### src/rtl/rdl_pkg.sv
package rdl_pkg;

  localparam int NUM_EVT = 5;

  typedef enum logic [1:0] {
    STOP_NONE = 2'd0,
    STOP_LQ   = 2'd1,
    STOP_SQ   = 2'd2,
    STOP_REG  = 2'd3
  } rdlStop_t;

  typedef struct packed {
    logic robFull;
    logic iqFull;
    logic lqFull;
    logic sqFull;
    logic regFull;
    logic block;
  } rdlStrobes_t;

endpackage

### src/rtl/rdl_limit_ctrl.sv
module rdl_limit_ctrl
  import rdl_pkg::*;
#(
  parameter int WIDTH = 4,
  parameter int CNT_W = 8,
  localparam int CW = $clog2(WIDTH + 1)
) (
  input  logic              clk,
  input  logic              rstN,
  input  logic [CW-1:0]     availCount,
  input  logic [CNT_W-1:0]  robFree,
  input  logic [CNT_W-1:0]  iqFree,
  input  rdlStop_t          stopCause,
  output logic [CW-1:0]     cap,
  output rdlStrobes_t       strobes
);

  logic             robIsMin;
  logic [CNT_W-1:0] minFree;
  logic             busy;
  logic             limited;

  // ties go to the reorder buffer
  assign robIsMin = (robFree <= iqFree);
  assign minFree  = robIsMin ? robFree : iqFree;
  assign busy     = (availCount != '0);
  assign limited  = busy && (minFree < CNT_W'(availCount));
  assign cap      = limited ? minFree[CW-1:0] : availCount;

  always_comb begin
    strobes         = '0;
    strobes.robFull = limited && robIsMin;
    strobes.iqFull  = limited && !robIsMin;
    strobes.lqFull  = (stopCause == STOP_LQ);
    strobes.sqFull  = (stopCause == STOP_SQ);
    strobes.regFull = (stopCause == STOP_REG);
    strobes.block   = limited || (stopCause != STOP_NONE);
  end

  // no space at all means nothing is considered and the stage holds
  assert_zero_space_R2: assert property (@(posedge clk) disable iff (!rstN)
    (busy && robFree == '0) |-> (cap == '0 && strobes.block));

  // nothing waiting means no hold request and no cap
  assert_idle_quiet_R10: assert property (@(posedge clk) disable iff (!rstN)
    (availCount == '0) |-> (!strobes.block && cap == '0));

  // input range expected from the upstream stage
  assert_avail_range_R3: assert property (@(posedge clk) disable iff (!rstN)
    CW'(availCount) <= CW'(WIDTH));

endmodule

### src/rtl/rdl_slot_chain.sv
module rdl_slot_chain
  import rdl_pkg::*;
#(
  parameter int WIDTH   = 4,
  parameter int NUM_CLS = 2,
  parameter int DST_W   = 2,
  parameter int CNT_W   = 8,
  localparam int CW = $clog2(WIDTH + 1)
) (
  input  logic                           clk,
  input  logic                           rstN,
  input  logic [CW-1:0]                  cap,
  input  logic [CNT_W-1:0]               lqAvail,
  input  logic [CNT_W-1:0]               sqAvail,
  input  logic [NUM_CLS*CNT_W-1:0]       regFree,
  input  logic [WIDTH-1:0]               slotIsLoad,
  input  logic [WIDTH-1:0]               slotIsStore,
  input  logic [WIDTH-1:0]               slotIsAtomic,
  input  logic [WIDTH*NUM_CLS*DST_W-1:0] slotDst,
  output logic [WIDTH-1:0]               acceptMask,
  output logic [CW-1:0]                  acceptCount,
  output logic [CW-1:0]                  acceptLoads,
  output logic [CW-1:0]                  acceptStores,
  output rdlStop_t                       stopCause
);

  logic [WIDTH-1:0] needLq;
  logic [WIDTH-1:0] needSq;
  logic [CNT_W-1:0] dstNeed [WIDTH][NUM_CLS];

  for (genvar s = 0; s < WIDTH; s++) begin : gSlot
    assign needSq[s] = slotIsStore[s] | slotIsAtomic[s];
    assign needLq[s] = slotIsLoad[s] & ~needSq[s];
    for (genvar c = 0; c < NUM_CLS; c++) begin : gCls
      assign dstNeed[s][c] = CNT_W'(slotDst[(s*NUM_CLS+c)*DST_W +: DST_W]);
    end
  end

  logic [CNT_W-1:0] lqLeft;
  logic [CNT_W-1:0] sqLeft;
  logic [CNT_W-1:0] regLeft [NUM_CLS];
  logic             running;
  logic             regOk;

  always_comb begin
    acceptMask   = '0;
    acceptCount  = '0;
    acceptLoads  = '0;
    acceptStores = '0;
    stopCause    = STOP_NONE;
    running      = 1'b1;
    regOk        = 1'b1;
    lqLeft       = lqAvail;
    sqLeft       = sqAvail;
    for (int c = 0; c < NUM_CLS; c++) regLeft[c] = regFree[c*CNT_W +: CNT_W];
    for (int s = 0; s < WIDTH; s++) begin
      if (running && (CW'(s) < cap)) begin
        regOk = 1'b1;
        for (int c = 0; c < NUM_CLS; c++)
          if (dstNeed[s][c] > regLeft[c]) regOk = 1'b0;
        if (needLq[s] && lqLeft == '0) begin
          running   = 1'b0;
          stopCause = STOP_LQ;
        end else if (needSq[s] && sqLeft == '0) begin
          running   = 1'b0;
          stopCause = STOP_SQ;
        end else if (!regOk) begin
          running   = 1'b0;
          stopCause = STOP_REG;
        end else begin
          acceptMask[s] = 1'b1;
          acceptCount   = acceptCount + CW'(1);
          if (needLq[s]) begin
            lqLeft      = lqLeft - CNT_W'(1);
            acceptLoads = acceptLoads + CW'(1);
          end
          if (needSq[s]) begin
            sqLeft       = sqLeft - CNT_W'(1);
            acceptStores = acceptStores + CW'(1);
          end
          for (int c = 0; c < NUM_CLS; c++) regLeft[c] = regLeft[c] - dstNeed[s][c];
        end
      end
    end
  end

  // accepted slots form a prefix from slot 0
  assert_prefix_R9: assert property (@(posedge clk) disable iff (!rstN)
    (acceptMask & (acceptMask + WIDTH'(1))) == '0);

  // never more loads than load-queue entries available
  assert_lq_bound_R4: assert property (@(posedge clk) disable iff (!rstN)
    CNT_W'(acceptLoads) <= lqAvail);

  // never more stores and atomics than store-queue entries available
  assert_sq_bound_R5: assert property (@(posedge clk) disable iff (!rstN)
    CNT_W'(acceptStores) <= sqAvail);

  // a register stop leaves the refused slot and all above it empty
  assert_reg_stop_R6: assert property (@(posedge clk) disable iff (!rstN)
    (stopCause == STOP_REG) |-> (acceptCount < cap));

endmodule

### src/rtl/rdl_track.sv
module rdl_track
  import rdl_pkg::*;
#(
  parameter int WIDTH = 4,
  parameter int CNT_W = 8,
  parameter int EVT_W = 16,
  localparam int CW = $clog2(WIDTH + 1)
) (
  input  logic             clk,
  input  logic             rstN,
  input  rdlStrobes_t      strobes,
  input  logic [CW-1:0]    acceptLoads,
  input  logic [CW-1:0]    acceptStores,
  input  logic [CNT_W-1:0] lqFree,
  input  logic [CNT_W-1:0] sqFree,
  input  logic [CNT_W-1:0] loadsReflected,
  input  logic [CNT_W-1:0] storesReflected,
  output logic [CNT_W-1:0] lqAvail,
  output logic [CNT_W-1:0] sqAvail,
  output logic [CNT_W-1:0] loadsInFlight,
  output logic [CNT_W-1:0] storesInFlight,
  output logic [EVT_W-1:0] evtCnt [NUM_EVT]
);

  assign lqAvail = (lqFree > loadsInFlight) ? lqFree - loadsInFlight : '0;
  assign sqAvail = (sqFree > storesInFlight) ? sqFree - storesInFlight : '0;

  always_ff @(posedge clk) begin
    if (!rstN) begin
      loadsInFlight  <= '0;
      storesInFlight <= '0;
    end else begin
      loadsInFlight  <= loadsInFlight + CNT_W'(acceptLoads) - loadsReflected;
      storesInFlight <= storesInFlight + CNT_W'(acceptStores) - storesReflected;
    end
  end

  logic [NUM_EVT-1:0] evtHit;
  assign evtHit = {strobes.regFull, strobes.sqFull, strobes.lqFull,
                   strobes.iqFull, strobes.robFull};

  for (genvar e = 0; e < NUM_EVT; e++) begin : gEvt
    always_ff @(posedge clk) begin
      if (!rstN)          evtCnt[e] <= '0;
      else if (evtHit[e]) evtCnt[e] <= evtCnt[e] + EVT_W'(1);
    end

    // an event counter moves only in a cycle that requested a hold
    assert_evt_needs_block_R8: assert property (@(posedge clk) disable iff (!rstN)
      !strobes.block |=> $stable(evtCnt[e]));
  end

  // no accepted and no reflected loads leaves the load count alone
  assert_load_hold_R7: assert property (@(posedge clk) disable iff (!rstN)
    (acceptLoads == '0 && loadsReflected == '0) |=> $stable(loadsInFlight));

  // the back end reports no more than is outstanding
  assert_no_underflow_R7: assert property (@(posedge clk) disable iff (!rstN)
    (loadsReflected <= loadsInFlight + CNT_W'(acceptLoads)) &&
    (storesReflected <= storesInFlight + CNT_W'(acceptStores)));

endmodule

### src/rtl/rename_bw_limiter.sv
module rename_bw_limiter
  import rdl_pkg::*;
#(
  parameter int WIDTH   = 4,
  parameter int NUM_CLS = 2,
  parameter int DST_W   = 2,
  parameter int CNT_W   = 8,
  parameter int EVT_W   = 16,
  localparam int CW = $clog2(WIDTH + 1)
) (
  input  logic                           clk,
  input  logic                           rstN,
  input  logic [CW-1:0]                  availCount,
  input  logic [CNT_W-1:0]               robFree,
  input  logic [CNT_W-1:0]               iqFree,
  input  logic [CNT_W-1:0]               lqFree,
  input  logic [CNT_W-1:0]               sqFree,
  input  logic [CNT_W-1:0]               loadsReflected,
  input  logic [CNT_W-1:0]               storesReflected,
  input  logic [NUM_CLS*CNT_W-1:0]       regFree,
  input  logic [WIDTH-1:0]               slotIsLoad,
  input  logic [WIDTH-1:0]               slotIsStore,
  input  logic [WIDTH-1:0]               slotIsAtomic,
  input  logic [WIDTH*NUM_CLS*DST_W-1:0] slotDst,
  output logic [WIDTH-1:0]               acceptMask,
  output logic [CW-1:0]                  renamedCount,
  output logic                           blockReq,
  output logic [CNT_W-1:0]               loadsInFlight,
  output logic [CNT_W-1:0]               storesInFlight,
  output logic [EVT_W-1:0]               robFullEvents,
  output logic [EVT_W-1:0]               iqFullEvents,
  output logic [EVT_W-1:0]               lqFullEvents,
  output logic [EVT_W-1:0]               sqFullEvents,
  output logic [EVT_W-1:0]               regFullEvents
);

  logic [CW-1:0]    cap;
  rdlStrobes_t      strobes;
  rdlStop_t         stopCause;
  logic [CW-1:0]    acceptLoads;
  logic [CW-1:0]    acceptStores;
  logic [CNT_W-1:0] lqAvail;
  logic [CNT_W-1:0] sqAvail;
  logic [EVT_W-1:0] evtCnt [NUM_EVT];

  rdl_limit_ctrl #(.WIDTH(WIDTH), .CNT_W(CNT_W)) uCtrl (
    .clk        (clk),
    .rstN       (rstN),
    .availCount (availCount),
    .robFree    (robFree),
    .iqFree     (iqFree),
    .stopCause  (stopCause),
    .cap        (cap),
    .strobes    (strobes)
  );

  rdl_slot_chain #(
    .WIDTH(WIDTH), .NUM_CLS(NUM_CLS), .DST_W(DST_W), .CNT_W(CNT_W)
  ) uChain (
    .clk          (clk),
    .rstN         (rstN),
    .cap          (cap),
    .lqAvail      (lqAvail),
    .sqAvail      (sqAvail),
    .regFree      (regFree),
    .slotIsLoad   (slotIsLoad),
    .slotIsStore  (slotIsStore),
    .slotIsAtomic (slotIsAtomic),
    .slotDst      (slotDst),
    .acceptMask   (acceptMask),
    .acceptCount  (renamedCount),
    .acceptLoads  (acceptLoads),
    .acceptStores (acceptStores),
    .stopCause    (stopCause)
  );

  rdl_track #(.WIDTH(WIDTH), .CNT_W(CNT_W), .EVT_W(EVT_W)) uTrack (
    .clk             (clk),
    .rstN            (rstN),
    .strobes         (strobes),
    .acceptLoads     (acceptLoads),
    .acceptStores    (acceptStores),
    .lqFree          (lqFree),
    .sqFree          (sqFree),
    .loadsReflected  (loadsReflected),
    .storesReflected (storesReflected),
    .lqAvail         (lqAvail),
    .sqAvail         (sqAvail),
    .loadsInFlight   (loadsInFlight),
    .storesInFlight  (storesInFlight),
    .evtCnt          (evtCnt)
  );

  assign blockReq      = strobes.block;
  assign robFullEvents = evtCnt[0];
  assign iqFullEvents  = evtCnt[1];
  assign lqFullEvents  = evtCnt[2];
  assign sqFullEvents  = evtCnt[3];
  assign regFullEvents = evtCnt[4];

  // accepted count bounded by both reorder-buffer and issue-queue space
  assert_cap_R1: assert property (@(posedge clk) disable iff (!rstN)
    (CNT_W'(renamedCount) <= robFree) && (CNT_W'(renamedCount) <= iqFree));

  // accepting fewer than are waiting always comes with a hold request
  assert_cut_block_R3: assert property (@(posedge clk) disable iff (!rstN)
    (renamedCount < availCount) |-> blockReq);

  // mask population matches the reported count
  assert_count_match_R9: assert property (@(posedge clk) disable iff (!rstN)
    $countones(acceptMask) == int'(renamedCount));

endmodule

### config.mk
export PLATFORM = sky130hd
export DESIGN_NAME = rename_bw_limiter
export DESIGN_NICKNAME = d
export VERILOG_FILES = /design/src/rtl/rdl_pkg.sv /design/src/rtl/rdl_limit_ctrl.sv /design/src/rtl/rdl_slot_chain.sv /design/src/rtl/rdl_track.sv /design/src/rtl/rename_bw_limiter.sv
export SDC_FILE = /design/constraint.sdc
export NUM_CORES = 1
export LEC_CHECK = 0
export BUFFER_PORTS_ARGS = -buffer_cell sky130_fd_sc_hd__buf_2
export CORE_AREA = 10 10 186 188
export CTS_CLUSTER_SIZE = 12
export DETAILED_ROUTE_END_ITERATION = 7
export DIE_AREA = 0 0 196 198
export SLEW_MARGIN = 30
export SYNTH_ARGS = -nofsm -noshare
export SYNTH_HDL_FRONTEND = slang
export SYNTH_SLANG_ARGS = --single-unit
### constraint.sdc
create_clock -name clk -period 11.1 [get_ports clk]
set_input_delay 0.555 -clock clk [delete_from_list [all_inputs] [get_ports clk]]
set_output_delay 0.555 -clock clk [all_outputs]
set_load 0.05 [all_outputs]
==> results.ini <==
[power]
p_leak_nw=5.693
peakVddDrop_uv=148.4
p_per_area_nw_per_um2=258.1

[place]
gp_congestion=0.9231
dp_hpwl_um=27460
dpl.cell_count=1982
port_buffers=200
place_area_um2=12160
dp_slack_ps=-192.5

[detailed_routing]
first_pass_iters=5
drc=0
routed_wl_um=33930
route.detailed.wl_per_inst_um=16.85
vias_per_cell=5.452
ant_nets=0
vias=10970
drt_iter0_markers=690

[worst_setup_path]
cp.arrival_ps=10680
critPathMaxStageDelay_ps=500
start_kind=register
cp_data_required_time_ps=11360
worstPathMaxFanout=10
crit_top_cell=ha_1
crit_type=reg -> reg
cp_slowest_cell=fa_1
end_kind=register

[grt]
grt_util_all_layers=0.1679
antenna_found_initial=11
grt_remaining_overflow=0
grt_pass1_vias=10410
grt_use_met2=0.2620
grt_use_met1=0.2209
grtUsageMet3=0.04871
grt_pass1_wl_um=54760
busiest_layer=met2
grt_start_max_net_pins=65

[finish]
final_cell_count_no_fill=2013
final_cell_area_um2=12620
drive_gt1_frac=0.2095
syn_to_final_growth_pct=18.35
n_fill_cell=3232
nets=1796

[timing]
finalHoldViolCount=0
fin_skew_ps=14.97
finalWorstSetupSlack_ps=679.0
setup_violations=0
tightestPinTransition_ps=812.8
min_period_ps=10420
max-slew-margin-rel=0.4581
timing.fmax_mhz=95.96
timing.setup.tns_ps=0
period_share=0.9388
slew_viol_final=0

[clocking]
insertion_delay_ps=360
cts_buffers=9
h-tree-depth=3
clk_path_buf_depth=2
clk_pin_slew_ps=80
clock_sinks=96
cts_tree=built
root_buffer=clkbuf_16

[synth]
syn_inst=1392
ys_top_cells_by_area=dfxtp_1, ha_1, nor2_1, xnor2_1, nand2_1
avgSynthCellArea_um2=7.660
synth-main-ff-cell=dfxtp_1
synthDistinctLibCells=105
synth.most_common_cell=nor2_1
synthArstFlopShare=0
synth_commonest_cells=nor2_1, nand2_1, inv_1
synth-seq-area-share=0.1802
synth_area_leader_cell=dfxtp_1
yosys_warnings=0
synth_top_area_share=0.1802
synthesis.nets=1589
syn_area_um2=10660
ys_ff_latch=96
synth_edf_count=0

[floorplanning]
die_w_um=196
die_h_um=198
die_area_um2=38810
pin_count=201
fp-row-count=65
initial_core_util=0.3432
core_um2=31070

[job]
maxCapViolCount=0

[hold_path]
hold_class=reg -> reg

[status]
status=complete, no violations

[path summary, 6_finish.rpt]
kind | start | endpoint | slack, ps | cells past startpoint
setup reg to reg | uTrack.storesInFlight[4] | uTrack.loadsInFlight[7] | 680 | 51
hold reg to reg | uTrack.evtCnt[15] | uTrack.evtCnt[15] | 470 | 2
hold / removal | uTrack.evtCnt[15] | uTrack.evtCnt[15] | 470 | 2
setup / recovery | uTrack.storesInFlight[4] | uTrack.loadsInFlight[7] | 680 | 51
[cells by family after synthesis]
kind of cell,synth area share
AOI/OAI and AO/OA,0.2071
buffers and inverters,0.06078
DFF,0.1802
and+or+nand+nor,0.3052
adders and majority gates,0.1272
muxes,0.04154
xor gates and xnor gates,0.07792
[routing by layer]
layer  part of all wire  wire length [µm]
met5             0.0016                54
met4              0.018               625
met3              0.075              2557
met2               0.44             14890
met1               0.47             15800
[registers in the layout, indices dropped and copies added, names as in the netlist]
| signal | flops |
|---|---|
| uTrack.loadsInFlight | 8 |
| uTrack.evtCnt | 80 |
| uTrack.storesInFlight | 8 |
[cells in the final DEF, fill, tap and decap left out, types with 30 or more instances in the layout]
cell     synthesis  layout
and3_1          39      39
nor3_1          37      36
ha_1            86      86
xor2_1          43      43
or3_1           30      30
a21oi_1         73      71
o21ai_0         47      45
dfxtp_1         96      95
buf_2            7     200
nand2_1        113     110
xnor2_1         50      50
buf_4            4      38
inv_1          104     104
nand3_1         68      68
nor2_1         142     141
[final cells by class]
type | instances | area [µm²] | share of cell area
clock buffer | 9 | 225.2 | 0.01785
timing repair buffer | 238 | 1286 | 0.1019
clock inverter | 7 | 97.59 | 0.007733
tap | 402 | 503.0 | 0.03986
inverter | 108 | 407.9 | 0.03232
multi-input combinational | 1146 | 8159 | 0.6465
antenna | 7 | 17.52 | 0.001388
sequential | 96 | 1923 | 0.1524
[power breakdown]
| group | internal, mW | leakage [nW] | switching (mW) |
|---|---|---|---|
| registers | 0.376 | 0.778 | 0.0313 |
| clock network | 0.183 | 0.158 | 0.160 |
| logic | 0.923 | 4.76 | 1.58 |
[through the flow]
stage	util	power (mW)	hold WS, ps
global route	0.4058	3.554	499.1
CTS	0.4017	3.225	479.3
global placement	0.3912	2.840	450.8
detailed placement	0.3913	2.863	467.6
floorplan	-	2.301	679.9
finish	0.4062	3.257	472.9
[timing repair]
action                                  CTS  global route
setup buffers                             0             8
hold endpoints to repair                  0             0
hold buffers                              0             0
resized for setup                         0            16
endpoints found under the setup margin    0            12
[critical path: cells and delay by family (launching register included)]
family	cells	cell delay [ps]
AND/OR/NAND/NOR	19	3060
multiplexers	2	690
adder cells (fa/ha/maj)	8	2540
AO/OA/AOI/OAI	18	3240
buffers and inverters	3	280
flip-flops	1	380
XOR/XNOR	1	150
Note: power is estimated with default switching activity, not from simulation.
